**config.mk**
```make
export PLATFORM = sky130hd
export DESIGN_NAME = cop_watchdog
export DESIGN_NICKNAME = d
export VERILOG_FILES = /design/src/rtl/cop_pkg.sv /design/src/rtl/cop_bus_decode.sv /design/src/rtl/cop_timebase.sv /design/src/rtl/cop_pulse_gen.sv /design/src/rtl/cop_mode_latch.sv /design/src/rtl/cop_watchdog.sv
export SDC_FILE = /design/constraint.sdc
export NUM_CORES = 1
export LEC_CHECK = 0
export ABC_AREA = 1
export BUFFER_PORTS_ARGS = -buffer_cell sky130_fd_sc_hd__clkbuf_2
export CELL_PAD_IN_SITES_DETAIL_PLACEMENT = 0
export CELL_PAD_IN_SITES_GLOBAL_PLACEMENT = 1
export CORE_UTILIZATION = 39
export CTS_BUF_LIST = sky130_fd_sc_hd__clkbuf_2
export DETAILED_ROUTE_END_ITERATION = 6
export HOLD_SLACK_MARGIN = 0.1
export PLACE_DENSITY_LB_ADDON = 0.1
export SLEW_MARGIN = 20
export SYNTH_ARGS = -nofsm -noshare
export SYNTH_HDL_FRONTEND = slang
export SYNTH_SLANG_ARGS = --single-unit
```
**constraint.sdc**
```tcl
create_clock -name clk -period 2.69 [get_ports clk]
set_input_delay 0.6725 -clock clk [delete_from_list [all_inputs] [get_ports clk]]
set_output_delay 0.6725 -clock clk [all_outputs]
set_load 0.02 [all_outputs]
```
**src/rtl/cop_pkg.sv**
```systemverilog
package cop_pkg;

    localparam int ADDR_W = 16;
    localparam int DATA_W = 8;

    localparam logic [ADDR_W-1:0] SVC_ADDR  = 16'hFFF0;
    localparam logic [ADDR_W-1:0] CTRL_ADDR = 16'h001C;
    localparam int SVC_BIT = 0;
    localparam int EN_BIT  = 2;

    typedef struct packed {
        logic [ADDR_W-1:0] addr;
        logic              wr;
        logic [DATA_W-1:0] wdata;
    } cop_bus_t;

    typedef struct packed {
        logic svc;
        logic en_set;
    } cop_cmd_t;

    typedef enum logic {
        PULSE_IDLE = 1'b0,
        PULSE_ON   = 1'b1
    } pulse_st_e;

    function automatic cop_cmd_t decode_write(input cop_bus_t b);
        cop_cmd_t c;
        c.svc    = b.wr && (b.addr == SVC_ADDR)  && !b.wdata[SVC_BIT];
        c.en_set = b.wr && (b.addr == CTRL_ADDR) &&  b.wdata[EN_BIT];
        return c;
    endfunction

    function automatic logic [DATA_W-1:0] ctrl_view(input logic en);
        logic [DATA_W-1:0] v;
        v = '0;
        v[EN_BIT] = en;
        return v;
    endfunction

endpackage

```
**src/rtl/cop_bus_decode.sv**
```systemverilog
module cop_bus_decode
    import cop_pkg::*;
(
    input  cop_bus_t          bus,
    input  logic              en,
    output cop_cmd_t          cmd,
    output logic [DATA_W-1:0] rdata
);
    logic unused_wdata;

    always_comb begin
        cmd   = decode_write(bus);
        rdata = (bus.addr == CTRL_ADDR) ? ctrl_view(en) : '0;
    end

    assign unused_wdata = ^bus.wdata;

endmodule

```
**src/rtl/cop_timebase.sv**
```systemverilog
module cop_timebase #(
    parameter int PRESCALE = 64,
    parameter int TERMINAL = 1024
) (
    input  logic clk,
    input  logic clr,
    input  logic run,
    input  logic svc,
    output logic expire
);
    localparam int CNT_W = (TERMINAL > 1) ? $clog2(TERMINAL) : 1;
    localparam logic [CNT_W-1:0] CNT_LAST = CNT_W'(TERMINAL - 1);

    logic             tick;
    logic             hold;
    logic [CNT_W-1:0] cnt_q;
    logic             at_term;

    assign hold = clr || svc || !run;

    generate
        if (PRESCALE == 1) begin : g_no_pre
            assign tick = 1'b1;
        end else begin : g_pre
            localparam int PRE_W = $clog2(PRESCALE);
            localparam logic [PRE_W-1:0] PRE_LAST = PRE_W'(PRESCALE - 1);
            logic [PRE_W-1:0] pre_q;

            always_ff @(posedge clk) begin
                if (hold)                 pre_q <= '0;
                else if (pre_q == PRE_LAST) pre_q <= '0;
                else                      pre_q <= pre_q + 1'b1;
            end

            assign tick = (pre_q == PRE_LAST);
        end
    endgenerate

    assign at_term = (cnt_q == CNT_LAST);

    always_ff @(posedge clk) begin
        if (hold)         cnt_q <= '0;
        else if (tick)    cnt_q <= at_term ? '0 : cnt_q + 1'b1;
    end

    // a service in the same cycle suppresses expiry
    assign expire = run && !clr && !svc && tick && at_term;

endmodule

```
**src/rtl/cop_pulse_gen.sv**
```systemverilog
module cop_pulse_gen
    import cop_pkg::*;
#(
    parameter int PULSE_LEN = 4
) (
    input  logic clk,
    input  logic por,
    input  logic fire,
    output logic pulse
);
    localparam int PC_W = (PULSE_LEN > 1) ? $clog2(PULSE_LEN) : 1;

    pulse_st_e       st_q;
    logic [PC_W-1:0] left_q;

    always_ff @(posedge clk) begin
        if (por) begin
            st_q   <= PULSE_IDLE;
            left_q <= '0;
        end else begin
            case (st_q)
                PULSE_IDLE: if (fire) begin
                    st_q   <= PULSE_ON;
                    left_q <= PC_W'(PULSE_LEN - 1);
                end
                PULSE_ON: begin
                    if (left_q == '0) st_q   <= PULSE_IDLE;
                    else              left_q <= left_q - 1'b1;
                end
                default: st_q <= PULSE_IDLE;
            endcase
        end
    end

    assign pulse = (st_q == PULSE_ON);

endmodule

```
**src/rtl/cop_mode_latch.sv**
```systemverilog
module cop_mode_latch #(
    parameter int MODE_W = 2
) (
    input  logic              clk,
    input  logic              por,
    input  logic [MODE_W-1:0] pin,
    output logic [MODE_W-1:0] mode
);
    always_ff @(posedge clk) begin
        if (por) mode <= pin;
    end
endmodule

```
**src/rtl/cop_watchdog.sv**
```systemverilog
module cop_watchdog
    import cop_pkg::*;
#(
    parameter int PRESCALE  = 64,
    parameter int TERMINAL  = 1024,
    parameter int PULSE_LEN = 4,
    parameter int MODE_W    = 2
) (
    input  logic              clk,
    input  logic              por_i,
    input  logic [15:0]       bus_addr,
    input  logic              bus_wr,
    input  logic [7:0]        bus_wdata,
    output logic [7:0]        bus_rdata,
    input  logic [MODE_W-1:0] mode_pin,
    output logic [MODE_W-1:0] mode_o,
    output logic              cop_rst_o
);
    cop_bus_t bus;
    cop_cmd_t cmd;
    logic     en_q;
    logic     rst_any;
    logic     expire;

    assign bus.addr  = bus_addr;
    assign bus.wr    = bus_wr;
    assign bus.wdata = bus_wdata;

    // internal reset: external POR or the watchdog's own pulse
    assign rst_any = por_i || cop_rst_o;

    cop_bus_decode u_dec (
        .bus   (bus),
        .en    (en_q),
        .cmd   (cmd),
        .rdata (bus_rdata)
    );

    // set-only enable: software has no path to clear it
    always_ff @(posedge clk) begin
        if (rst_any)         en_q <= 1'b0;
        else if (cmd.en_set) en_q <= 1'b1;
    end

    cop_timebase #(
        .PRESCALE (PRESCALE),
        .TERMINAL (TERMINAL)
    ) u_tb (
        .clk    (clk),
        .clr    (rst_any),
        .run    (en_q),
        .svc    (cmd.svc),
        .expire (expire)
    );

    cop_pulse_gen #(
        .PULSE_LEN (PULSE_LEN)
    ) u_pulse (
        .clk   (clk),
        .por   (por_i),
        .fire  (expire),
        .pulse (cop_rst_o)
    );

    cop_mode_latch #(
        .MODE_W (MODE_W)
    ) u_mode (
        .clk  (clk),
        .por  (por_i),
        .pin  (mode_pin),
        .mode (mode_o)
    );

endmodule

```
==> impl_metrics.tcl <==
set metrics [dict create \
    wl_um 2170 \
    synth_cells 166 \
    hold_viol 0 \
    cts_tree "done" \
    fin_area_mm2 0.00139 \
    cts_root_buf "clkbuf_2" \
    yosys_warnings 0 \
    grt-ovfl-total 0 \
    clkLatencyLatePin_ns 0.32 \
    arrival_ns 1.73 \
    hold_class "reg2reg" \
    synth_area_leader_cell "dfxtp_1" \
    post_synth_num_cell_types 31 \
    clk_path_buf_depth 2 \
    rsz0062_at_grt "no" \
    vias_per_cell 4.58 \
    status "complete, but fails checks" \
    core_mm2 0.00285 \
    finalMaxSlewViolations 0 \
    avgRoutedWirePerCell_um 9.62 \
    seq_area_frac_synth 0.382 \
    rows 19 \
    die_h_um 57.6 \
    cap_violations 0 \
    finalCriticalPeriod_ns 2.40 \
    violations "design-rule violations" \
    grt_use_total 0.148 \
    cts_hold_buffers 0 \
    power_mw 0.604 \
    fin_skew_ns 0.00325 \
    cts_setup_buffers 0 \
    dr.pass1.iters 5 \
    synth_area_mm2 0.00120 \
    powerDensity_mw_per_mm2 435 \
    critPathLaunchType "input port" \
    drt.antenna.violating_nets 0 \
    floorplan.initialDensity 0.422 \
    hold_ws_ns 0.459 \
    grt_pass1_vias 1006 \
    place_area_mm2 0.00134 \
    postLayoutCoreUtil 0.487 \
    p_leak_nw 0.691 \
    critical-path-max-stage-delay_ns 0.32 \
    grt_pass1_wl_um 3840 \
    cp_slowest_cell "nor4_1" \
    dp_hpwl_um 1830 \
    synth_top_area_share 0.332 \
    finalCritPeriodShare 0.892 \
    antenna_found_initial 0 \
    io_pins 40 \
    mostFrequentLayoutCells "nor2_1, nand2_1, clkbuf_2" \
    crit_top_cell "clkbuf_2" \
    worstPathCellList "clkbuf_2 > or2_2 > nor4_1 > nand2_1 > nor2_1 > clkbuf_2" \
    drc_errors 1 \
    die_width_um 57.6 \
    drive_gt1_frac 0.210 \
    crit_path_end_kind "output pin" \
    dieArea_mm2 0.00332 \
    nets 228 \
    cp_max_fo 2 \
    port_buffers 26 \
    gp_congestion 0.735 \
    via_count 1036 \
    tns_ns 0 \
    synth_edf_count 2 \
    path_clk_slew_ns 0.20 \
    async_flop_share 0 \
    worstPathRequired_ns 2.02 \
    ir_worst_vdd_uv 293 \
    fmax_mhz 417 \
    cts_buffers 3 \
    clock_sinks 22 \
    cts-htree-levels 1 \
    synth_flop_cell "dfxtp_1" \
    ys_ff_latch 22 \
    cts_resized 0 \
    avgSynthCellArea_um2 7.26 \
    areaGrowthSynthToFinish_pct 15.3 \
    path_class "in2out" \
    drtIter0Drc 28 \
    finalSetupViolations 0 \
    grt_max_degree 14 \
    antennaDiodeCount 0 \
    synthTopCellsByArea "dfxtp_1, nand2_1, nor2_1, inv_1, nand3_1" \
]
## synthesized netlist by cell type (2+ instances only)
| master | n |
|---|---|
| a21oi_1 | 4 |
| buf_4 | 7 |
| dfxtp_1 | 20 |
| edfxtp_1 | 2 |
| ha_1 | 3 |
| inv_1 | 26 |
| inv_2 | 2 |
| nand2_1 | 29 |
| nand2_4 | 2 |
| nand3_1 | 13 |
| nand4_1 | 2 |
| nor2_1 | 29 |
| nor4_1 | 3 |
| o21ai_0 | 4 |
| xnor2_1 | 2 |
| xor2_1 | 3 |
## per-layer routing
layer  track usage  share of wire  vias up
li1              -              -      561
met1         0.160           0.48      460
met2         0.284           0.49       13
met3        0.0408          0.028        2
met4        0.0314         0.0055        0
met5             0              0        -
## kinds of logic (layout without fill, tap and decap cells)
kind of cell               count (synthesis)  count (layout)  share of synthesized area
and+or+nand+nor                           89              89                      0.367
buffers and inverters                     36              59                      0.134
DFF                                       22              22                      0.382
AOI/OAI and AO/OA                         10              10                     0.0467
xor gates and xnor gates                   5               5                     0.0364
adders and majority gates                  3               3                     0.0312
other                                      1               7                    0.00311
## path summary, 6_finish.rpt
| kind | startpoint | endpoint | slack, ns | depth (start not counted) |
|---|---|---|---|---|
| setup reg to reg | u_tb.g_pre.pre_q[0]$_SDFF_PP0_ | u_tb.cnt_q[0]$_SDFFE_PP0N_ | 1.18 | 8 |
| hold / removal | u_tb.g_pre.pre_q[0]$_SDFF_PP0_ | u_tb.g_pre.pre_q[0]$_SDFF_PP0_ | 0.46 | 1 |
| setup / recovery | bus_addr[1] | bus_rdata[2] | 0.29 | 6 |
| hold reg to reg | u_tb.g_pre.pre_q[0]$_SDFF_PP0_ | u_tb.g_pre.pre_q[0]$_SDFF_PP0_ | 0.46 | 1 |
## worst max-delay path: cells and delay by family
family	cells	cell delay (ns)
buf+inv	2	0.24
simple gates	4	0.80
## power breakdown
part | internal [mW] | switching, mW | total [mW]
clock | 0.128 | 0.0996 | 0.228
combinational | 0.0169 | 0.0254 | 0.0423
sequential | 0.334 | 0.000523 | 0.334
total | 0.479 | 0.125 | 0.604
## cell type report
type,instances,area [um2]
fillers,298,1460
inverters,29,109
repair buffers,26,130
flip-flops and latches,22,460
multi-input cells,114,606
well taps,31,38.8
clock buffers,3,15.0
clock inverters,1,30.0
## sequential cells by signal, summed over array words and instances, names as in the netlist
signal            count
u_tb.cnt_q           10
u_tb.g_pre.pre_q      6
u_mode.mode           2
u_pulse.left_q        2
en_q                  1
u_pulse.pulse         1
## per-stage QoR
step	std cells	worst slack, ns
after floorplan	172	0.401
after CTS	226	0.287
after detailed placement	222	0.289
after global placement	222	0.282
after global routing	226	0.147
final	226	0.292
Power figures use the tool's default switching activity.
